[src/rtl/start_ctl.sv]
module start_ctl #(
  parameter int ASYNC_STAGES = 2
) (
  input  logic clk,
  input  logic rst,
  input  logic astart_n,
  input  logic sstart_n,
  output logic start_out_n,
  output logic run,
  output logic dis_clr
);

  logic [ASYNC_STAGES:0] achain;
  logic                  a_fall;
  logic                  comb_n;
  logic                  s_now, s_prev;
  logic                  evt;

  // synchronizer plus one extra stage for edge detection; reset to 0 so a high must be seen first
  always_ff @(posedge clk or posedge rst)
    if (rst) achain <= '0;
    else     achain <= {achain[ASYNC_STAGES-1:0], astart_n};

  assign a_fall = achain[ASYNC_STAGES] & ~achain[ASYNC_STAGES-1];

  always_ff @(posedge clk or posedge rst)
    if (rst) start_out_n <= 1'b1;
    else     start_out_n <= ~a_fall;

  assign comb_n = sstart_n & start_out_n;

  always_ff @(posedge clk or posedge rst)
    if (rst) begin
      s_now  <= 1'b0;
      s_prev <= 1'b0;
    end else begin
      s_now  <= comb_n;
      s_prev <= s_now;
    end

  assign evt = s_prev & ~s_now;

  always_ff @(posedge clk or posedge rst)
    if (rst) begin
      run     <= 1'b0;
      dis_clr <= 1'b0;
    end else begin
      run     <= run | evt;
      dis_clr <= evt;
    end

  AST_OUT_ONE_CYCLE: assert property (@(posedge clk) disable iff (rst)
    $fell(start_out_n) |=> start_out_n);
  AST_RUN_STICKY: assert property (@(posedge clk) disable iff (rst)
    run |=> run);
  AST_CLR_SINGLE: assert property (@(posedge clk) disable iff (rst)
    dis_clr |=> !dis_clr);
  AST_RISE_WITH_CLR: assert property (@(posedge clk) disable iff (rst)
    $rose(run) |-> dis_clr);
  AST_NO_RUN_WITHOUT_CLR: assert property (@(posedge clk) disable iff (rst)
    (run && !$past(run)) |-> dis_clr);

endmodule

[config.mk]
export PLATFORM = sky130hd
export DESIGN_NAME = start_ctl
export DESIGN_NICKNAME = d
export VERILOG_FILES = /design/src/rtl/start_ctl.sv
export SDC_FILE = /design/constraint.sdc
export NUM_CORES = 1
export LEC_CHECK = 0
export BUFFER_PORTS_ARGS = -buffer_cell sky130_fd_sc_hd__buf_4
export CORE_AREA = 3 3 40 42
export DETAILED_ROUTE_END_ITERATION = 8
export DIE_AREA = 0 0 43 45
export PLACE_DENSITY = 0.39
export SYNTH_ARGS = -nofsm -noshare
export SYNTH_HDL_FRONTEND = slang
export SYNTH_SLANG_ARGS = --single-unit
export TNS_END_PERCENT = 20
[constraint.sdc]
create_clock -name clk -period 0.85 [get_ports clk]
set_input_delay 0.0425 -clock clk [delete_from_list [all_inputs] [get_ports clk]]
set_output_delay 0.0425 -clock clk [all_outputs]
set_load 0.02 [all_outputs]
# == Word-level counts from Yosys, hierarchy flattened ==
# Cells that the tools add are included.
# word_totals
memories,0
elab_cells,13
out_inout_bits,3
latch_bits,0
register_bits,8
input_bits,4
mem_bits_rw,0
rom_bits,0
# op_classes
n_shift,0
n_div,0
mul,0
n_reduce_logical,0
n_mux,0
magnitude_cmp,0
bitwise_logic,7
eq_ne,0
n_addsub,0
# ops
operator,count
1-bit AND,3
1-bit NOT,3
1-bit OR,1

# == Logic depth before layout (Yosys ltp) ==
# Gate-level depths: netlist of the first run.
# depth
depth_word,3
ltp_mapped,2
mapped_depth_nobuf,2

# == Worst setup path before layout of the first run ==
# No wires, ideal clock.
# synth_timing
path_kind,reg-to-reg
startpoint,register run
endpoint,register run
required_ns,0.726
path_buffers,0
arrival_ns,0.663
slack_ns,0.063
setup_ns,0.124
path_stages_with_launch,2
synth_period_minus_slack_ns,0.787
path_cell_list,dfrtp_1 > or2_1
# synth_between
elab_chain_len,1
# synth_rtl
element,line_no,text
start: declaration,9,"output logic run,"
start signal: assignment,48,run <= run | evt;
1-bit OR,48,
# Every way passes these cells.

# == Worst setup path after layout of the first run ==
# layout_timing
startpoint,register start_out_n
endpoint,output start_out_n
# layout_lines
element,line_no,text
start: declaration,8,"output logic start_out_n,"
start signal: assignment,28,else start_out_n <= ~a_fall;
# No word-level cell between the ends.

==> results.json, run 1 <==
{
  "drc": 0,
  "cts_tree": "done",
  "hold_viol": 0,
  "cts_setup_buffers": 0,
  "vias_per_cell": 3.317,
  "fin_hold_ws_ns": 0.2892,
  "die_area_mm2": 0.001935,
  "regArea_um2": 201.4,
  "cp_num_buf_inv": 1,
  "clk_pin_slew_ns": 0.06,
  "ant_nets": 0,
  "critical_path.top_delay_family": "flip-flops",
  "max_freq_mhz": 1074,
  "area_growth_pct": 53.68,
  "cp_slowest_cell": "dfstp_2",
  "die_w_um": 43,
  "max-slew-margin-rel_pct": 80.28,
  "worst_pin_slew_ns": 0.2955,
  "total_power_mw": 0.7662,
  "cp_slowest_stage_delay_ns": 0.53,
  "io_pins": 7,
  "io_buffers": 6,
  "crit_arrival_ns": 0.89,
  "synth_cell_types": 7,
  "slew_viol_final": 0,
  "clock_latency_ns": 0.25,
  "die_y_um": 45,
  "finalClockSkew_ns": 0.01013,
  "vias": 136,
  "fp-row-count": 13,
  "setup_tns_ns": -0.08091,
  "fin_crit_sh_pct": 109.5,
  "fin_cells": 41,
  "cp_max_fo": 2,
  "dp.cells": 34,
  "fin_ws_ns": -0.08091,
  "power_density_mw_per_mm2": 2097,
  "cts_buffer_depth": 2,
  "min_path_type": "in2async",
  "status": "finished, violations left",
  "synth_area_um2": 237.7,
  "cts_sinks": 8,
  "grt_pass1_wl_um": 627,
  "grt_overflow": 0,
  "drt_iter0_markers": 1,
  "drive_gt1_share_pct": 42.31,
  "critPathCaptureType": "output pin",
  "synth_cells": 13,
  "synth_seq_area_share_pct": 84.74,
  "period_needed_ns": 0.9309,
  "insertedDiodeCount": 0,
  "cp.required_ns": 0.81,
  "p_leak_nw": 0.1678,
  "synth_warnings": 0,
  "firstDrtPassIters": 2,
  "rsz0062_at_grt": "yes",
  "maxCapViolCount": 0,
  "clockRootBuffer": "clkbuf_4",
  "grt_max_degree": 9,
  "ir_drop_mv": 0.6068,
  "grt_use_total_pct": 5.126,
  "core_mm2": 0.001285,
  "crit_chain": "buf_6",
  "avgSynthCellArea_um2": 18.29,
  "routed_wl_um": 361,
  "wire_per_inst_um": 8.805,
  "grt_antenna_before_repair": 0,
  "final_util_pct": 28.43,
  "final_nets": 31,
  "ys_seq_elements": 8,
  "worstSetupPathType": "reg2out",
  "setup_viol": 1,
  "grt_pass1_vias": 146,
  "mostFrequentLayoutCells": "dfrtp_1, buf_4, clkbuf_4, dlygate4sd3_1, buf_6",
  "final_common_cell": "dfrtp_1",
  "numCtsBuffers": 3,
  "syn_nets": 17,
  "violations": "setup timing",
  "start_util_pct": 18.50,
  "start_kind": "flip-flop",
  "n_fill_cell": 139,
  "multi_input_area_um2": 32.53,
  "htreeDepth": 1,
  "gp_congestion": 0.5500
}
cell type report:
cell class	count	share of cell area, %
Clock buffer	4	7.192
Inverter	1	1.027
Multi-Input combinational cell	4	8.904
Sequential cell	8	55.14
Tap cell	15	5.137
Timing Repair Buffer	9	22.60
metal layers:
metal / vias up / wire length, um / GRT usage (%) / share of wire [%]
met5: - / 0 / 0 / 0
met4: 0 / 0 / 3.614 / 0
met3: 0 / 33 / 4.781 / 9.1
met2: 7 / 184 / 6.587 / 51
met1: 64 / 144 / 5.198 / 40
li1: 65 / - / - / -
Yosys cell counts:
cell type | number | share of area (%)
dfrtp_1 | 7 | 74
and2_1 | 1 | 2.6
dfstp_2 | 1 | 11
inv_1 | 1 | 1.6
nand2b_1 | 1 | 2.6
nor2b_4 | 1 | 5.8
or2_1 | 1 | 2.6
stage by stage:
stage               area (um2)  setup slack (ns)
finish                   365.4          -0.08091
floorplan                237.7           0.06302
global route             365.4           -0.1195
detailed placement       301.5           0.06072
global placement         301.5           0.08141
CTS                      361.6          -0.09474
state kept, by name, summed over array words and instances (netlist names):
name,count
achain,3
dis_clr,1
run,1
s_now,1
s_prev,1
start_out_n,1
repair_timing:
action,4_1_cts,5_1_grt
setup endpoints to repair,1,2
gates resized for setup,1,1
hold endpoints to repair,9,0
hold buffers,3,0
worst paths after layout:
check | startpoint | endpoint | slack, ns | depth (start not counted)
min reg2reg | achain[0] | achain[1] | 0.35 | 0
max reg2reg | s_prev | run | 0.06 | 2
min | rst | s_now | 0.29 | 3
max | start_out_n | start_out_n | -0.08 | 1
min in group clk | achain[0] | achain[1] | 0.35 | 0
max in group asynchronous | rst | start_out_n | 0.27 | 3
power by group:
group	switching (mW)	internal (mW)
combinational	0.0221	0.0333
clock	0.121	0.179
sequential	0.00871	0.402
total	0.152	0.614
kinds of logic (layout without fill, tap and decap cells):
| group | Yosys count | count (layout) | share of synthesized area, % |
|---|---|---|---|
| flops | 8 | 8 | 84.74 |
| simple gates | 4 | 4 | 13.69 |
| buf+inv | 1 | 14 | 1.577 |
(Power assumes the default switching activity.)
==> run 2, diff against run 1 <==
--- a/config.mk
+++ b/config.mk
@@ -6,10 +6,12 @@
 export NUM_CORES = 1
 export LEC_CHECK = 0
 export BUFFER_PORTS_ARGS = -buffer_cell sky130_fd_sc_hd__buf_4
+export CELL_PAD_IN_SITES_DETAIL_PLACEMENT = 0
+export CELL_PAD_IN_SITES_GLOBAL_PLACEMENT = 1
 export CORE_AREA = 3 3 40 42
 export DETAILED_ROUTE_END_ITERATION = 8
 export DIE_AREA = 0 0 43 45
-export PLACE_DENSITY = 0.39
+export PLACE_DENSITY = 0.44
 export SYNTH_ARGS = -nofsm -noshare
 export SYNTH_HDL_FRONTEND = slang
 export SYNTH_SLANG_ARGS = --single-unit
==> run 2 against run 1 <==
Net effect: the run still ends with setup timing left; register-to-register slack about the same; via count down 5.1%; non-clock buffer count down 1; sequential cell count unchanged; cell count down 2.4%.
==> results.json, run 2 (synthesis gave the netlist of run 1 again) <==
{
  "dp_hpwl_um": 252.4,
  "setup_viol": 1,
  "total_power_mw": 0.7658,
  "die_w_um": 43,
  "fp-row-count": 13,
  "dp.cells": 34,
  "rsz0062_at_grt": "yes",
  "core_mm2": 0.001285,
  "critical_path.top_delay_family": "flip-flops",
  "insertedDiodeCount": 0,
  "grt_max_degree": 9,
  "die_area_mm2": 0.001935,
  "numCtsBuffers": 3,
  "min_from": "sstart_n",
  "grt_pass1_vias": 160,
  "routed_wl_um": 338,
  "drc": 0,
  "vias": 129,
  "r2r_start": "s_prev",
  "ir_drop_mv": 0.6776,
  "grt_antenna_before_repair": 0,
  "whs_endpoint": "s_now",
  "hold_path_depth": 2,
  "final_nets": 30,
  "power_density_mw_per_mm2": 2155,
  "cp_slowest_stage_delay_ns": 0.53,
  "largest_register_ffs": 3,
  "die_y_um": 45,
  "maxCapViolCount": 0,
  "grt_overflow": 0,
  "firstDrtPassIters": 1,
  "start_util_pct": 18.50,
  "final_common_cell": "dfrtp_1",
  "cts_buffer_depth": 2,
  "io_pins": 7,
  "worst_pin_slew_ns": 0.2865,
  "cp.required_ns": 0.81,
  "fin_ws_ns": -0.07567,
  "fin_cells": 40,
  "cts_setup_buffers": 0,
  "ant_nets": 0,
  "gp_congestion": 0.5722,
  "critPathCaptureType": "output pin",
  "cts_sinks": 8,
  "max-slew-margin-rel_pct": 80.88,
  "n_fill_cell": 143,
  "mostFrequentLayoutCells": "dfrtp_1, buf_4, clkbuf_4, dlygate4sd3_1, buf_6",
  "cts_tree": "done",
  "wire_per_inst_um": 8.450,
  "start_kind": "flip-flop",
  "crit_chain": "buf_6",
  "multi_input_area_um2": 32.53,
  "htreeDepth": 1,
  "finalClockSkew_ns": 0.007667,
  "worstSetupPathType": "reg2out",
  "fin_crit_sh_pct": 108.9,
  "clk_pin_slew_ns": 0.05,
  "drive_gt1_share_pct": 44.00,
  "r2r-end": "run",
  "hold_viol": 0,
  "period_needed_ns": 0.9257,
  "io_buffers": 6,
  "cp_max_fo": 2,
  "status": "finished, violations left",
  "p_leak_nw": 0.1636,
  "worst-r2r-setup-slack_ns": 0.06,
  "area_growth_pct": 49.47,
  "clock_latency_ns": 0.25,
  "vias_per_cell": 3.225,
  "drt_iter0_markers": 0,
  "crit_arrival_ns": 0.88,
  "max_freq_mhz": 1080,
  "grt_use_total_pct": 4.975,
  "clockRootBuffer": "clkbuf_4",
  "violations": "setup timing",
  "min_path_type": "in2reg",
  "regMostFlops": "achain",
  "regArea_um2": 201.4,
  "grt_pass1_wl_um": 641,
  "cp_slowest_cell": "dfstp_2",
  "reg2reg_depth": 2,
  "cp_num_buf_inv": 1,
  "slew_viol_final": 0
}
-- run 2: cell types whose count changed in the layout (fill, tap and decap cells not counted) --
| cell | before | now |
|---|---|---|
| dlygate4sd3_1 | 3 | 2 |
-- run 2: report_power, final --
part	internal [mW]	switching [mW]	total (mW)	leakage [nW]
sequential	0.402	0.00804	0.410	0.0918
combinational	0.0303	0.0210	0.0513	0.0569
clock	0.179	0.125	0.305	0.0150
-- run 2: layer usage --
metal  global-route usage, %  part of all wire, %  vias to the layer above  wire (um)
met5                       0                    0                        -          0
met2                   6.587                   50                        5        170
met3                   2.789                   12                        0         39
met1                   5.250                   38                       63        128
met4                   5.422                    0                        0          0
li1                        -                    -                       61          -
-- run 2: worst max path at each step --
| stage | start | endpoint | slack, ns | cells past startpoint |
|---|---|---|---|---|
| floorplan | run | run | 0.06 | 1 |
| global placement | s_prev | run | 0.07 | 2 |
| detailed placement | s_prev | run | 0.05 | 2 |
| CTS | start_out_n | start_out_n | -0.09 | 1 |
| global route | start_out_n | start_out_n | -0.11 | 1 |
| finish | start_out_n | start_out_n | -0.08 | 1 |
-- run 2: final cells by class --
class	instances	area share (%)
clock buffer	4	7.394
inverter	1	1.056
tap	15	5.282
timing repair buffer	8	20.42
sequential	8	56.69
multi-input combinational	4	9.155
-- run 2: through the flow --
step                      worst slack, ns  hold slack [ns]  cell area [um2]  TNS (ns)  util, %
final                            -0.07567          0.01499            355.3  -0.07567    27.65
after global routing              -0.1059          0.02813            355.3   -0.1059    27.65
after CTS                        -0.09341         0.001706            351.6  -0.09341    27.36
after detailed placement          0.05476         0.007254            301.5         0    23.47
after global placement            0.07147        -0.002950            301.5         0    23.47
after floorplan                   0.06302          -0.1426            237.7         0        -
-- run 2: what timing repair did --
action | CTS | global route
hold buffers | 2 | 0
pin swaps | 0 | 0
endpoints found under the setup margin | 1 | 2
hold endpoints to repair | 9 | 0
gates resized for setup | 1 | 1
